--- src/rtl/bcs_pkg.sv ---
package bcs_pkg;

  typedef enum logic [2:0] {
    K_INTA = 3'd0,
    K_IORD = 3'd1,
    K_IOWR = 3'd2,
    K_CODE = 3'd3,
    K_MRD  = 3'd4,
    K_MWR  = 3'd5,
    K_HALT = 3'd6,
    K_SHUT = 3'd7
  } kind_e;

  typedef enum logic [1:0] {
    S_IDLE = 2'd0,
    S_T1   = 2'd1,
    S_T2   = 2'd2,
    S_T2P  = 2'd3
  } state_e;

  // strobes from control to datapath
  typedef struct packed {
    logic loadCur;   // latch request into the current-cycle set
    logic loadNxt;   // latch request into the look-ahead set
    logic promote;   // look-ahead set becomes the current set
    logic capture;   // current cycle ends this state
    logic showNxt;   // bus shows the look-ahead address
  } strobe_t;

endpackage

--- src/rtl/bcs_ctrl.sv ---
module bcs_ctrl
  import bcs_pkg::*;
(
  input  logic    clk,
  input  logic    rstN,
  input  logic    reqValid,
  output logic    reqReady,
  input  logic    busReadyN,
  input  logic    busNaN,
  output logic    busAdsN,
  output logic    doneValid,
  output strobe_t stb,
  output state_e  seqState,
  output logic    pipeHeld
);

  state_e nextState;
  logic   nextPipe;
  logic   endNow;

  always_comb begin
    nextState = seqState;
    nextPipe  = pipeHeld;
    reqReady  = 1'b0;
    endNow    = 1'b0;
    stb       = '0;
    unique case (seqState)
      S_IDLE: begin
        reqReady = 1'b1;
        if (reqValid) begin
          stb.loadCur = 1'b1;
          nextState   = S_T1;
        end
      end
      S_T1: begin
        // ready is not looked at in a first state
        nextState = S_T2;
      end
      S_T2: begin
        if (!busReadyN) begin
          endNow = 1'b1;
          if (pipeHeld) begin
            stb.promote = 1'b1;
            nextPipe    = 1'b0;
            nextState   = S_T2;
          end else begin
            reqReady = 1'b1;
            if (reqValid) begin
              stb.loadCur = 1'b1;
              nextState   = S_T1;
            end else begin
              nextState = S_IDLE;
            end
          end
        end else if (!pipeHeld && !busNaN) begin
          reqReady = 1'b1;
          if (reqValid) begin
            stb.loadNxt = 1'b1;
            nextState   = S_T2P;
          end
        end
      end
      S_T2P: begin
        nextState = S_T2;
        if (!busReadyN) begin
          endNow      = 1'b1;
          stb.promote = 1'b1;
        end else begin
          nextPipe = 1'b1;
        end
      end
      default: nextState = S_IDLE;
    endcase
    stb.capture = endNow;
    stb.showNxt = (seqState == S_T2P) || pipeHeld;
  end

  always_ff @(posedge clk) begin
    if (!rstN) begin
      seqState  <= S_IDLE;
      pipeHeld  <= 1'b0;
      doneValid <= 1'b0;
    end else begin
      seqState  <= nextState;
      pipeHeld  <= nextPipe;
      doneValid <= endNow;
    end
  end

  assign busAdsN = !((seqState == S_T1) || (seqState == S_T2P));

endmodule

--- src/rtl/bcs_dpath.sv ---
module bcs_dpath
  import bcs_pkg::*;
#(
  parameter int ADDR_W = 32,
  parameter int DATA_W = 32
) (
  input  logic                  clk,
  input  logic                  rstN,
  input  strobe_t               stb,
  input  logic                  busy,
  input  logic [2:0]            reqKind,
  input  logic [ADDR_W-3:0]     reqAddr,
  input  logic [DATA_W/8-1:0]   reqBen,
  input  logic [DATA_W-1:0]     reqWdata,
  input  logic [DATA_W-1:0]     busDin,
  output logic [ADDR_W-3:0]     busAddr,
  output logic [DATA_W/8-1:0]   busBeN,
  output logic [2:0]            busStat,
  output logic [DATA_W-1:0]     busDout,
  output logic                  busDoutEn,
  output logic [DATA_W-1:0]     doneData
);

  localparam int AW = ADDR_W - 2;
  localparam int BW = DATA_W / 8;
  localparam logic [BW-1:0] HALT_LANE = BW'(4'b0100);
  localparam logic [BW-1:0] SHUT_LANE = BW'(4'b0001);

  typedef struct packed {
    logic [AW-1:0]     addr;
    logic [BW-1:0]     ben;
    logic [2:0]        stat;
    logic              isRead;
    logic              isWrite;
    logic [DATA_W-1:0] wdata;
  } cyc_t;

  cyc_t inCyc, curCyc, nxtCyc;

  always_comb begin
    inCyc.addr    = reqAddr;
    inCyc.ben     = reqBen;
    inCyc.wdata   = reqWdata;
    inCyc.isRead  = 1'b0;
    inCyc.isWrite = 1'b0;
    inCyc.stat    = 3'b000;
    case (kind_e'(reqKind))
      K_INTA: begin inCyc.stat = 3'b000; inCyc.isRead  = 1'b1; end
      K_IORD: begin inCyc.stat = 3'b010; inCyc.isRead  = 1'b1; end
      K_IOWR: begin inCyc.stat = 3'b011; inCyc.isWrite = 1'b1; end
      K_CODE: begin inCyc.stat = 3'b100; inCyc.isRead  = 1'b1; end
      K_MRD:  begin inCyc.stat = 3'b110; inCyc.isRead  = 1'b1; end
      K_MWR:  begin inCyc.stat = 3'b111; inCyc.isWrite = 1'b1; end
      K_HALT: begin
        inCyc.stat  = 3'b101;
        inCyc.addr  = '0;
        inCyc.ben   = HALT_LANE;
        inCyc.wdata = '0;
      end
      default: begin
        inCyc.stat  = 3'b101;
        inCyc.addr  = '0;
        inCyc.ben   = SHUT_LANE;
        inCyc.wdata = '0;
      end
    endcase
  end

  always_ff @(posedge clk) begin
    if (!rstN) begin
      curCyc   <= '0;
      nxtCyc   <= '0;
      doneData <= '0;
    end else begin
      if (stb.capture) begin
        doneData <= curCyc.isRead ? busDin : '0;
      end
      if (stb.loadCur) begin
        curCyc <= inCyc;
      end else if (stb.promote) begin
        curCyc <= nxtCyc;
      end
      if (stb.loadNxt) begin
        nxtCyc <= inCyc;
      end
    end
  end

  always_comb begin
    if (stb.showNxt) begin
      busAddr = nxtCyc.addr;
      busBeN  = ~nxtCyc.ben;
      busStat = nxtCyc.stat;
    end else begin
      busAddr = curCyc.addr;
      busBeN  = ~curCyc.ben;
      busStat = curCyc.stat;
    end
  end

  assign busDout   = curCyc.wdata;
  assign busDoutEn = busy && curCyc.isWrite;

endmodule

--- src/rtl/bus_cycle_seq.sv ---
module bus_cycle_seq
  import bcs_pkg::*;
#(
  parameter int ADDR_W = 32,
  parameter int DATA_W = 32
) (
  input  logic                  clk,
  input  logic                  rstN,
  input  logic                  reqValid,
  output logic                  reqReady,
  input  logic [2:0]            reqKind,
  input  logic [ADDR_W-3:0]     reqAddr,
  input  logic [DATA_W/8-1:0]   reqBen,
  input  logic [DATA_W-1:0]     reqWdata,
  output logic [ADDR_W-3:0]     busAddr,
  output logic [DATA_W/8-1:0]   busBeN,
  output logic                  busMio,
  output logic                  busDc,
  output logic                  busWr,
  output logic                  busAdsN,
  input  logic                  busReadyN,
  input  logic                  busNaN,
  input  logic [DATA_W-1:0]     busDin,
  output logic [DATA_W-1:0]     busDout,
  output logic                  busDoutEn,
  output logic                  doneValid,
  output logic [DATA_W-1:0]     doneData
);

  strobe_t    stb;
  state_e     seqState;
  logic       pipeHeld;
  logic [2:0] busStat;

  bcs_ctrl ctrl_i (
    .clk       (clk),
    .rstN      (rstN),
    .reqValid  (reqValid),
    .reqReady  (reqReady),
    .busReadyN (busReadyN),
    .busNaN    (busNaN),
    .busAdsN   (busAdsN),
    .doneValid (doneValid),
    .stb       (stb),
    .seqState  (seqState),
    .pipeHeld  (pipeHeld)
  );

  bcs_dpath #(.ADDR_W(ADDR_W), .DATA_W(DATA_W)) dpath_i (
    .clk       (clk),
    .rstN      (rstN),
    .stb       (stb),
    .busy      (seqState != S_IDLE),
    .reqKind   (reqKind),
    .reqAddr   (reqAddr),
    .reqBen    (reqBen),
    .reqWdata  (reqWdata),
    .busDin    (busDin),
    .busAddr   (busAddr),
    .busBeN    (busBeN),
    .busStat   (busStat),
    .busDout   (busDout),
    .busDoutEn (busDoutEn),
    .doneData  (doneData)
  );

  assign {busMio, busDc, busWr} = busStat;

endmodule

--- config.mk ---
export PLATFORM = sky130hd
export DESIGN_NAME = bus_cycle_seq
export DESIGN_NICKNAME = d
export VERILOG_FILES = /design/src/rtl/bcs_pkg.sv /design/src/rtl/bcs_ctrl.sv /design/src/rtl/bcs_dpath.sv /design/src/rtl/bus_cycle_seq.sv
export SDC_FILE = /design/constraint.sdc
export NUM_CORES = 1
export LEC_CHECK = 0
export BUFFER_PORTS_ARGS = -buffer_cell sky130_fd_sc_hd__buf_2
export CAP_MARGIN = 20
export CORE_MARGIN = 2
export CORE_UTILIZATION = 58
export DETAILED_ROUTE_END_ITERATION = 6
export PLACE_DENSITY = 0.86
export SLEW_MARGIN = 10
export SYNTH_ARGS = -nofsm -noshare
export SYNTH_HDL_FRONTEND = slang
export SYNTH_HIERARCHICAL = 1
export SYNTH_SLANG_ARGS = --single-unit
--- constraint.sdc ---
create_clock -name clk -period 3.7 [get_ports clk]
set_input_delay 0.185 -clock clk [delete_from_list [all_inputs] [get_ports clk]]
set_output_delay 0.185 -clock clk [all_outputs]
set_load 0.1 [all_outputs]
==> results.sh <==
export IMPL_status="finished, final reports clean"
export IMPL_grt_max_degree=115
export IMPL_synth_nets=1047
export IMPL_cts_sinks=178
export IMPL_ant_nets=0
export IMPL_drtIter0Drc=414
export IMPL_rows=44
export IMPL_dieArea_um2=15830
export IMPL_worst_slack_ns=0.9690
export IMPL_synth_area_um2=8610
export IMPL_met3_length_mm=1.066
export IMPL_power_total_mw=4.462
export IMPL_hpwl_mm=11.96
export IMPL_yosysSeqAreaShare=0.4139
export IMPL_min_from="busDin[17]"
export IMPL_drc=0
export IMPL_viasPerCell=5.382
export IMPL_synth_distinct_cells=35
export IMPL_whs_path_depth=3
export IMPL_die_y_um=125.8
export IMPL_crit_chain="a21o_2, mux2_2, buf_2"
export IMPL_clockBufferDepth=2
export IMPL_grt_usage=0.2351
export IMPL_hold_class="in -> reg"
export IMPL_htree_levels=4
export IMPL_rr_endpoint="dpath_i/curCyc[38]"
export IMPL_cp_top_family="compound AO/OA/AOI/OAI gates"
export IMPL_clk_pin_slew_ns=0.06
export IMPL_numCtsBuffers=17
export IMPL_synth_area_top_cells="dfxtp_1 41%, mux2i_1 8.5%, o21a_1 5.8%"
export IMPL_hold_viol=0
export IMPL_max_cap_viol_count=0
export IMPL_antenna_cells=0
export IMPL_cp_end_kind="output pin"
export IMPL_fin_crit_sh=0.7381
export IMPL_finalSetupViolations=0
export IMPL_yosysWarnings=6
export IMPL_io_pins=211
export IMPL_worst_hold_slack_ns=0.02141
export IMPL_required_ns=3.51
export IMPL_slew_limit_headroom=0.3082
export IMPL_final_core_util=0.6876
export IMPL_synth_edff_count=0
export IMPL_period_needed_ns=2.731
export IMPL_fin_nets=1173
export IMPL_r2r_start="ctrl_i/seqState[1]"
export IMPL_core_um2=14530
export IMPL_finalWirelength_mm=18.92
export IMPL_wl_met2_mm=9.170
export IMPL_start_kind="flip-flop"
export IMPL_met1_length_mm=8.449
export IMPL_grt_antenna_before_repair=0
export IMPL_ys_seq_elements=178
export IMPL_grt_pass1_wl_mm=30.99
export IMPL_fmax_ghz=0.3662
export IMPL_drive_gt1_frac=0.2790
export IMPL_die_w_um=125.8
export IMPL_p_leak_nw=4.249
export IMPL_r2r_cells=7
export IMPL_critPathBufInv=1
export IMPL_slowest_stage="a21o_2"
export IMPL_worst_pin_slew_ns=1.038
export IMPL_hold_end="dpath_i/doneData[17]"
export IMPL_grt_ovfl_total=0
export IMPL_path_class="reg -> out"
export IMPL_gp_congestion=0.7568
export IMPL_skew_ns=0.01173
export IMPL_synthFlopType="dfxtp_1"
export IMPL_p_per_area_nw_per_um2=446.5
export IMPL_vias=6798
export IMPL_slew_viol_final=0
export IMPL_slowest_delay_ns=0.84
export IMPL_grt_pass1_vias=6447
export IMPL_yosysTopAreaCell="dfxtp_1"
export IMPL_avgSynthCellArea_um2=9.149
export IMPL_irDropWorstVdd_mv=0.2770
export IMPL_rrSetupSlack_ns=1.30
export IMPL_netlist_area_leader_share=0.4139
export IMPL_cts_tree="yes"
export IMPL_cts_setup_buffers=0
export IMPL_first_pass_iters=4
export IMPL_wl_per_cell_um=14.98
export IMPL_cp_max_fo=37
export IMPL_worstPathArrival_ns=2.55
export IMPL_num_fill_cells=1160
export IMPL_postSynth_asyncResetShare=0
export IMPL_setup_tns_ns=0
export IMPL_area_growth_pct=16.07
export IMPL_rsz0062_at_grt="false"
export IMPL_port_buffers=210
export IMPL_highest_layer="met4"
export IMPL_clock_latency_ns=0.42
export IMPL_preCtsSetupSlack_ns=1.300
export IMPL_synthCells=941
export IMPL_initial_core_util=0.5924
export IMPL_root_buffer="clkbuf_16"
what timing repair did:
action,CTS,global route
hold buffers,2,0
endpoints found under the hold margin,2,0
gates resized for setup,0,0
through the flow:
step / cell area, um2 / instances
floorplan: 8610 / 941
global placement: 9388 / 1229
detailed placement: 9388 / 1229
CTS: 9978 / 1262
global route: 9993 / 1263
finish: 9993 / 1263
power breakdown:
| part | internal [mW] | switching [mW] |
|---|---|---|
| logic | 0.200 | 0.548 |
| registers | 1.97 | 0.0274 |
| clock network | 0.981 | 0.737 |
| total | 3.15 | 1.31 |
registers in the layout, indices dropped and copies added (netlist names):
signal and count:
dpath_i/busDout 32, ctrl_i/doneValid 1, ctrl_i/seqState 2, ctrl_i/pipeHeld 1, dpath_i/nxtCyc 71, dpath_i/doneData 32
dpath_i/curCyc 39
routing by layer:
metal	vias to the layer above	track usage
li1	3435	-
met1	3173	0.2991
met2	173	0.3924
met3	17	0.05692
met4	0	0.08145
met5	-	0
tightest hold or removal path, stage by stage:
cell and delay [ns]:
buf_2 0.07, a21oi_1 0.05, nor2b_1 0.09
cell usage in the layout (no fill, tap or decap), types with 2 or more instances in the layout:
cell / count
buf_2: 209
dfxtp_1: 178
mux2i_1: 73
o21a_1: 66
nor2b_1: 65
nor2_1: 65
and3_1: 64
nand3_1: 64
nand2b_1: 64
a21boi_0: 62
a21oi_1: 41
mux2_2: 39
clkbuf_16: 17
o21ai_0: 9
buf_4: 7
nand2_1: 6
clkinvlp_4: 4
clkinv_2: 3
clkbuf_8: 3
inv_1: 3
o211a_1: 3
a21boi_1: 3
nand3b_1: 3
buf_12: 3
or2_1: 2
a21o_2: 2
and2_1: 2
a31oi_1: 2
dlygate4sd3_1: 2
logic make-up after synthesis:
logic type             share of synthesized area
AND/OR/NAND/NOR                           0.2194
AO/OA/AOI/OAI                             0.1543
buffers and inverters                    0.07542
multiplexers                              0.1359
flip-flops                                0.4139
XOR/XNOR                                0.001017
cell type report:
| class | instances | area (um2) | area share |
|---|---|---|---|
| multi-input cells | 645 | 4424 | 0.4427 |
| flip-flops and latches | 178 | 3563 | 0.3566 |
| repair buffers | 222 | 1194 | 0.1194 |
| clock buffers | 20 | 466.7 | 0.04670 |
| well taps | 184 | 230.2 | 0.02304 |
| clock inverters | 11 | 103.9 | 0.01039 |
| inverters | 3 | 11.26 | 0.001127 |
Yosys cell counts, types with 6 or more instances:
| cell | count |
|---|---|
| clkbuf_1 | 42 |
| o21ai_0 | 9 |
| and3_1 | 64 |
| nor2_1 | 66 |
| nand2_1 | 6 |
| mux2i_1 | 73 |
| buf_2 | 33 |
| nor2b_1 | 65 |
| nand2b_1 | 64 |
| o21a_1 | 67 |
| nand3_1 | 64 |
| buf_4 | 34 |
| dfxtp_1 | 178 |
| mux2_2 | 39 |
| a21boi_0 | 62 |
| a21oi_1 | 41 |
how the worst max path moves through the flow:
stage | from | end | slack, ns | cells after the start
2_1_floorplan | ctrl_i/seqState[1] | busBeN[0] | 0.92 | 4
3_3_place_gp | ctrl_i/seqState[1] | dpath_i/curCyc[52] | 1.37 | 7
3_5_place_dp | ctrl_i/seqState[1] | dpath_i/curCyc[52] | 1.30 | 7
4_1_cts | ctrl_i/seqState[0] | busWr | 0.95 | 3
5_1_grt | ctrl_i/seqState[0] | busBeN[2] | 0.82 | 3
6_report | ctrl_i/seqState[0] | busAddr[5] | 0.97 | 3
No activity file was read; power rests on OpenSTA's default activity.
